### config.mk
export PLATFORM = sky130hd
export DESIGN_NAME = iq_lane_unpacker
export DESIGN_NICKNAME = d
export VERILOG_FILES = /design/src/rtl/iqu_pkg.sv /design/src/rtl/iqu_enable_decode.sv /design/src/rtl/iqu_beat_ctrl.sv /design/src/rtl/iqu_lane_map.sv /design/src/rtl/iq_lane_unpacker.sv
export SDC_FILE = /design/constraint.sdc
export NUM_CORES = 1
export LEC_CHECK = 0
export CORE_MARGIN = 2
export CORE_UTILIZATION = 30
export CTS_CLUSTER_DIAMETER = 80
export CTS_CLUSTER_SIZE = 14
export DETAILED_ROUTE_END_ITERATION = 10
export GPL_TIMING_DRIVEN = 0
export PLACE_DENSITY = 0.8
export REMOVE_ABC_BUFFERS = 1
export SYNTH_ARGS = -nofsm -noshare
export SYNTH_HDL_FRONTEND = slang
export SYNTH_SLANG_ARGS = --single-unit
### constraint.sdc
create_clock -name clk -period 2.84 [get_ports clk]
set_input_delay 0.426 -clock clk [delete_from_list [all_inputs] [get_ports clk]]
set_output_delay 0.426 -clock clk [all_outputs]
set_load 0.005 [all_outputs]
### src/rtl/iqu_pkg.sv
package iqu_pkg;

  localparam int SAMPLE_W_DFLT = 16;

  // Number of set bits in a small enable vector.
  function automatic int unsigned ones_in(input logic [3:0] v, input int unsigned n);
    int unsigned s;
    s = 0;
    for (int i = 0; i < 4; i++) begin
      if (i < n) s += int'(v[i]);
    end
    return s;
  endfunction

  // Output beats needed to drain one word of `pairs` pairs for k channels.
  function automatic int unsigned beats_per_word(input int unsigned pairs,
                                                 input int unsigned k);
    if (k == 0) return 1;
    else if (pairs < k) return 1;
    else return pairs / k;
  endfunction

endpackage

### src/rtl/iqu_enable_decode.sv
module iqu_enable_decode #(
  parameter int NCH      = 2,
  parameter int IN_PAIRS = 4,
  localparam int CW      = $clog2(NCH + 1),
  localparam int BW      = (IN_PAIRS > 1) ? $clog2(IN_PAIRS) : 1
) (
  input  logic [NCH-1:0] chan_en,
  output logic [CW-1:0]  en_cnt,
  output logic [BW-1:0]  beat_max,
  output logic           any_en
);
  import iqu_pkg::*;

  logic [3:0]  en_wide;
  int unsigned k;

  always_comb begin
    en_wide = '0;
    en_wide[NCH-1:0] = chan_en;
  end

  always_comb begin
    k        = ones_in(en_wide, NCH);
    en_cnt   = CW'(k);
    any_en   = (k != 0);
    beat_max = BW'(beats_per_word(IN_PAIRS, k) - 1);
  end

endmodule

### src/rtl/iqu_beat_ctrl.sv
module iqu_beat_ctrl #(
  parameter int BW = 2
) (
  input  logic          clk,
  input  logic          rst_n,
  input  logic          advance,
  input  logic [BW-1:0] beat_max,
  output logic [BW-1:0] beat,
  output logic          last
);

  // A changed enable can leave beat above beat_max; >= still closes the word.
  assign last = (beat >= beat_max);

  always_ff @(posedge clk or negedge rst_n) begin
    if (!rst_n) begin
      beat <= '0;
    end else if (advance) begin
      beat <= last ? '0 : beat + 1'b1;
    end
  end

endmodule

### src/rtl/iqu_lane_map.sv
module iqu_lane_map #(
  parameter int NCH      = 2,
  parameter int IN_PAIRS = 4,
  parameter int PAIR_W   = 32,
  localparam int CW      = $clog2(NCH + 1),
  localparam int BW      = (IN_PAIRS > 1) ? $clog2(IN_PAIRS) : 1,
  localparam int IN_W    = IN_PAIRS * PAIR_W,
  localparam int OUT_W   = NCH * PAIR_W
) (
  input  logic [IN_W-1:0]  in_word,
  input  logic [NCH-1:0]   chan_en,
  input  logic [CW-1:0]    en_cnt,
  input  logic [BW-1:0]    beat,
  output logic [OUT_W-1:0] out_word
);

  logic [PAIR_W-1:0] pairs [IN_PAIRS];

  for (genvar p = 0; p < IN_PAIRS; p++) begin : g_pair
    assign pairs[p] = in_word[p*PAIR_W +: PAIR_W];
  end

  for (genvar c = 0; c < NCH; c++) begin : g_lane
    int                rank;
    int                idx;
    logic [BW-1:0]     pick;
    logic [PAIR_W-1:0] lane;

    always_comb begin
      rank = 0;
      for (int j = 0; j < c; j++) rank += int'(chan_en[j]);
      idx  = int'(beat) * int'(en_cnt) + rank;
      pick = BW'(idx);
      lane = (chan_en[c] && (idx < IN_PAIRS)) ? pairs[pick] : '0;
    end

    assign out_word[c*PAIR_W +: PAIR_W] = lane;
  end

endmodule

### src/rtl/iq_lane_unpacker.sv
module iq_lane_unpacker #(
  parameter bit  FOUR_CH  = 1'b0,
  parameter int  SAMPLE_W = iqu_pkg::SAMPLE_W_DFLT,
  parameter int  IN_W     = 128,
  localparam int NCH      = FOUR_CH ? 4 : 2,
  localparam int PAIR_W   = 2 * SAMPLE_W,
  localparam int IN_PAIRS = IN_W / PAIR_W,
  localparam int OUT_W    = NCH * PAIR_W,
  localparam int CW       = $clog2(NCH + 1),
  localparam int BW       = (IN_PAIRS > 1) ? $clog2(IN_PAIRS) : 1
) (
  input  logic             clk,
  input  logic             rst_n,
  input  logic [NCH-1:0]   chan_en,
  input  logic             in_valid,
  output logic             in_ready,
  input  logic [IN_W-1:0]  in_data,
  output logic             out_valid,
  input  logic             out_ready,
  output logic [OUT_W-1:0] out_data
);

  logic [CW-1:0] en_cnt;
  logic [BW-1:0] beat_max;
  logic [BW-1:0] beat;
  logic          any_en;
  logic          last;
  logic          advance;

  iqu_enable_decode #(.NCH(NCH), .IN_PAIRS(IN_PAIRS)) u_decode (
    .chan_en  (chan_en),
    .en_cnt   (en_cnt),
    .beat_max (beat_max),
    .any_en   (any_en)
  );

  assign out_valid = in_valid && any_en;
  assign advance   = out_valid && out_ready;
  assign in_ready  = any_en ? (advance && last) : 1'b1;

  iqu_beat_ctrl #(.BW(BW)) u_beat (
    .clk      (clk),
    .rst_n    (rst_n),
    .advance  (advance),
    .beat_max (beat_max),
    .beat     (beat),
    .last     (last)
  );

  iqu_lane_map #(.NCH(NCH), .IN_PAIRS(IN_PAIRS), .PAIR_W(PAIR_W)) u_map (
    .in_word  (in_data),
    .chan_en  (chan_en),
    .en_cnt   (en_cnt),
    .beat     (beat),
    .out_word (out_data)
  );

endmodule

==> impl_metrics.tcl <==
set metrics [dict create \
    status "complete, but fails checks" \
    violations "negative setup slack" \
    crit_arrival_ns 2.54 \
    max_freq_mhz 337 \
    ir_drop_v 0.000257 \
    antennaDiodeCount 0 \
    finalHoldViolCount 0 \
    largest_reg_flops 2 \
    syn_avg_cell_area_um2 10.3 \
    yosys-top-cells-count "mux2i_1, o22ai_1, mux4_2" \
    clk_latency_ns 0.22 \
    synth-edff-count 0 \
    setup_viol 31 \
    grt_pass1_vias 3244 \
    placementRows 32 \
    vias_per_cell 5.38 \
    h-tree-depth 1 \
    maxCapViolCount 0 \
    netlist.area_leader.share_pct 30.2 \
    power_density_nw_per_um2 616 \
    cp-startpoint "chan_en[1]" \
    synth_top_cell_by_area "mux4_2" \
    syn-instance-count 224 \
    slew_viol_final 0 \
    cpPeakStageDelay_ns 0.48 \
    grt_max_degree 35 \
    yosys_warnings 0 \
    critPathSlowestCell "mux4_2" \
    grt_first_pass_wirelength_um 16800 \
    rsz0062_at_grt "true" \
    cp_max_fo 6 \
    worstReg2RegStart "u_beat.beat[0]$_DFFE_PN0P_" \
    top_register "u_beat.beat" \
    multi_input_area_um2 2300 \
    seq_area_frac_synth_pct 2.17 \
    cts.sinks 2 \
    post-route-period-util_pct 105 \
    start_kind "input pin" \
    core-area_um2 7610 \
    power.total_mw 2.99 \
    path_clk_slew_ns 0.03 \
    portBuffers 199 \
    syn_to_final_growth_pct 110 \
    ys_ff_latch 2 \
    end_kind "primary output" \
    critical-path-top-delay-family "adder cells" \
    leakage_nw 2.36 \
    netlist_area_um2 2310 \
    cts_inserted_buffers 3 \
    ys.flop_type "dfrtp_1" \
    die_w_um 91.8 \
    crit_type "input pin to primary output" \
    reg.largest.list "u_beat.beat (2)" \
    wl_per_cell_um 20.2 \
    num_vias 2960 \
    grt_util_all_layers_pct 25.4 \
    overflow 0 \
    slew_headroom_pct 46.0 \
    path_cells "buf_12 -> inv_8 -> ha_4 -> and2_4 -> ha_4 -> ha_4 -> buf_12 -> buf_12 -> buf_4 -> mux4_2 -> nor2b_4 -> buf_2" \
    ant_nets 0 \
    ys_top_cells_by_area "mux4_2, mux2i_1, o22ai_1" \
    dpl.hpwl_um 7140 \
    routed_wirelength_um 11100 \
    first_pass_iters 4 \
    seqCellArea_um2 51.3 \
    nNetsFinal 593 \
    n_fill_cell 638 \
    yosysUniqueCellTypes 29 \
    tns_ns -1.83 \
    tritoncts "done" \
    worst_slew_pin_slew_ns 0.793 \
    die_h_um 91.8 \
    worstHoldPathType "input pin to asynchronous set/reset pin" \
    layout-drive-gt1-share_pct 31.7 \
    start_util_pct 30.4 \
    drcViolationCount 0 \
    path_buf_inv 6 \
    die-area_um2 8420 \
    gp_congestion 0.776 \
    drtIter0Drc 91 \
    clk_path_buf_depth 2 \
    synthArstFlopShare_pct 100 \
    yosysMostFrequentCell "mux2i_1" \
    clockRootBuffer "clkbuf_8" \
    period_needed_ns 2.97 \
    antenna_found_initial 0 \
    required_ns 2.41 \
    layout_setup_ws_ns -0.130 \
    io_pins 200 \
    fin_skew_ns 0.000217 \
]
[cells in the final DEF (no fill, tap or decap), types with 3 or more instances in the layout]
cell             Yosys  layout
nand2b_1             3       3
mux4_2              31      32
buf_4                9      24
ha_4                 0       4
clkdlybuf4s50_1      0     134
buf_12               0       7
buf_6                5      10
nor2b_4              1      14
clkbuf_2             0       3
o22ai_1             32      32
buf_2                3      27
inv_1                7       5
buf_16               0       3
mux2i_1             64      64
clkbuf_8             0       3
ha_1                 9       5
dlygate4sd2_1        0      31
nor2b_1             28      17
[cells by family (layout without fill, tap and decap cells)]
group / count (synthesis) / in the layout / synth area share (%)
fa+ha+maj: 9 / 9 / 4.87
mux: 97 / 98 / 60.0
simple gates: 46 / 47 / 13.3
xor+xnor: 1 / 1 / 0.379
buf+inv: 30 / 251 / 8.12
flops: 2 / 2 / 2.17
compound gates: 39 / 40 / 11.2
[stage by stage]
step	std cells	hold WS (ns)	util (%)	setup WS (ns)	instance area (um2)
floorplan	201	0.130	-	-1.01	2150
global placement	502	0.595	56.1	-2.67	4270
detailed placement	505	0.598	57.2	-1.86	4350
CTS	546	0.376	63.1	-0.152	4800
global route	550	0.376	63.9	-0.191	4860
finish	550	0.374	63.9	-0.130	4860
[final cells by class]
cell class	instances	area share (%)
clock buffer	3	0.849
inverter	7	0.798
multi-input combinational	195	47.2
sequential	2	1.05
tap	102	2.62
timing repair buffer	241	47.5
[routing by layer]
metal,up-vias,track usage [%],part of all wire (%)
met4,0,7.09,1.7
met3,15,3.53,6.8
met5,-,0,0
met2,139,48.7,53
met1,1444,29.0,39
li1,1362,-,-
[repair_timing]
| action | in CTS | in global routing |
|---|---|---|
| hold buffers | 0 | 0 |
| cloned | 7 | 0 |
| resized for setup | 203 | 27 |
| pin swaps | 7 | 3 |
| setup buffers | 32 | 7 |
| endpoints found under the setup margin | 65 | 33 |
[path summary, 6_finish.rpt]
check                                             end  slack (ns)  cells past startpoint
min in group clk           u_beat.beat[1]$_DFFE_PN0P_        0.68                      1
max reg2reg                u_beat.beat[1]$_DFFE_PN0P_        1.06                      6
max in group asynchronous  u_beat.beat[0]$_DFFE_PN0P_        2.34                      1
min                        u_beat.beat[0]$_DFFE_PN0P_        0.37                      1
min reg2reg                u_beat.beat[1]$_DFFE_PN0P_        0.68                      1
max                                      out_data[33]       -0.13                     12
[where the power goes]
part	switching [mW]	internal, mW	total [mW]
logic	1.11	1.70	2.81
clock network	0.0264	0.0900	0.116
registers	0.0276	0.0436	0.0713
total	1.16	1.83	2.99
No activity file was read; power rests on OpenSTA's default activity.
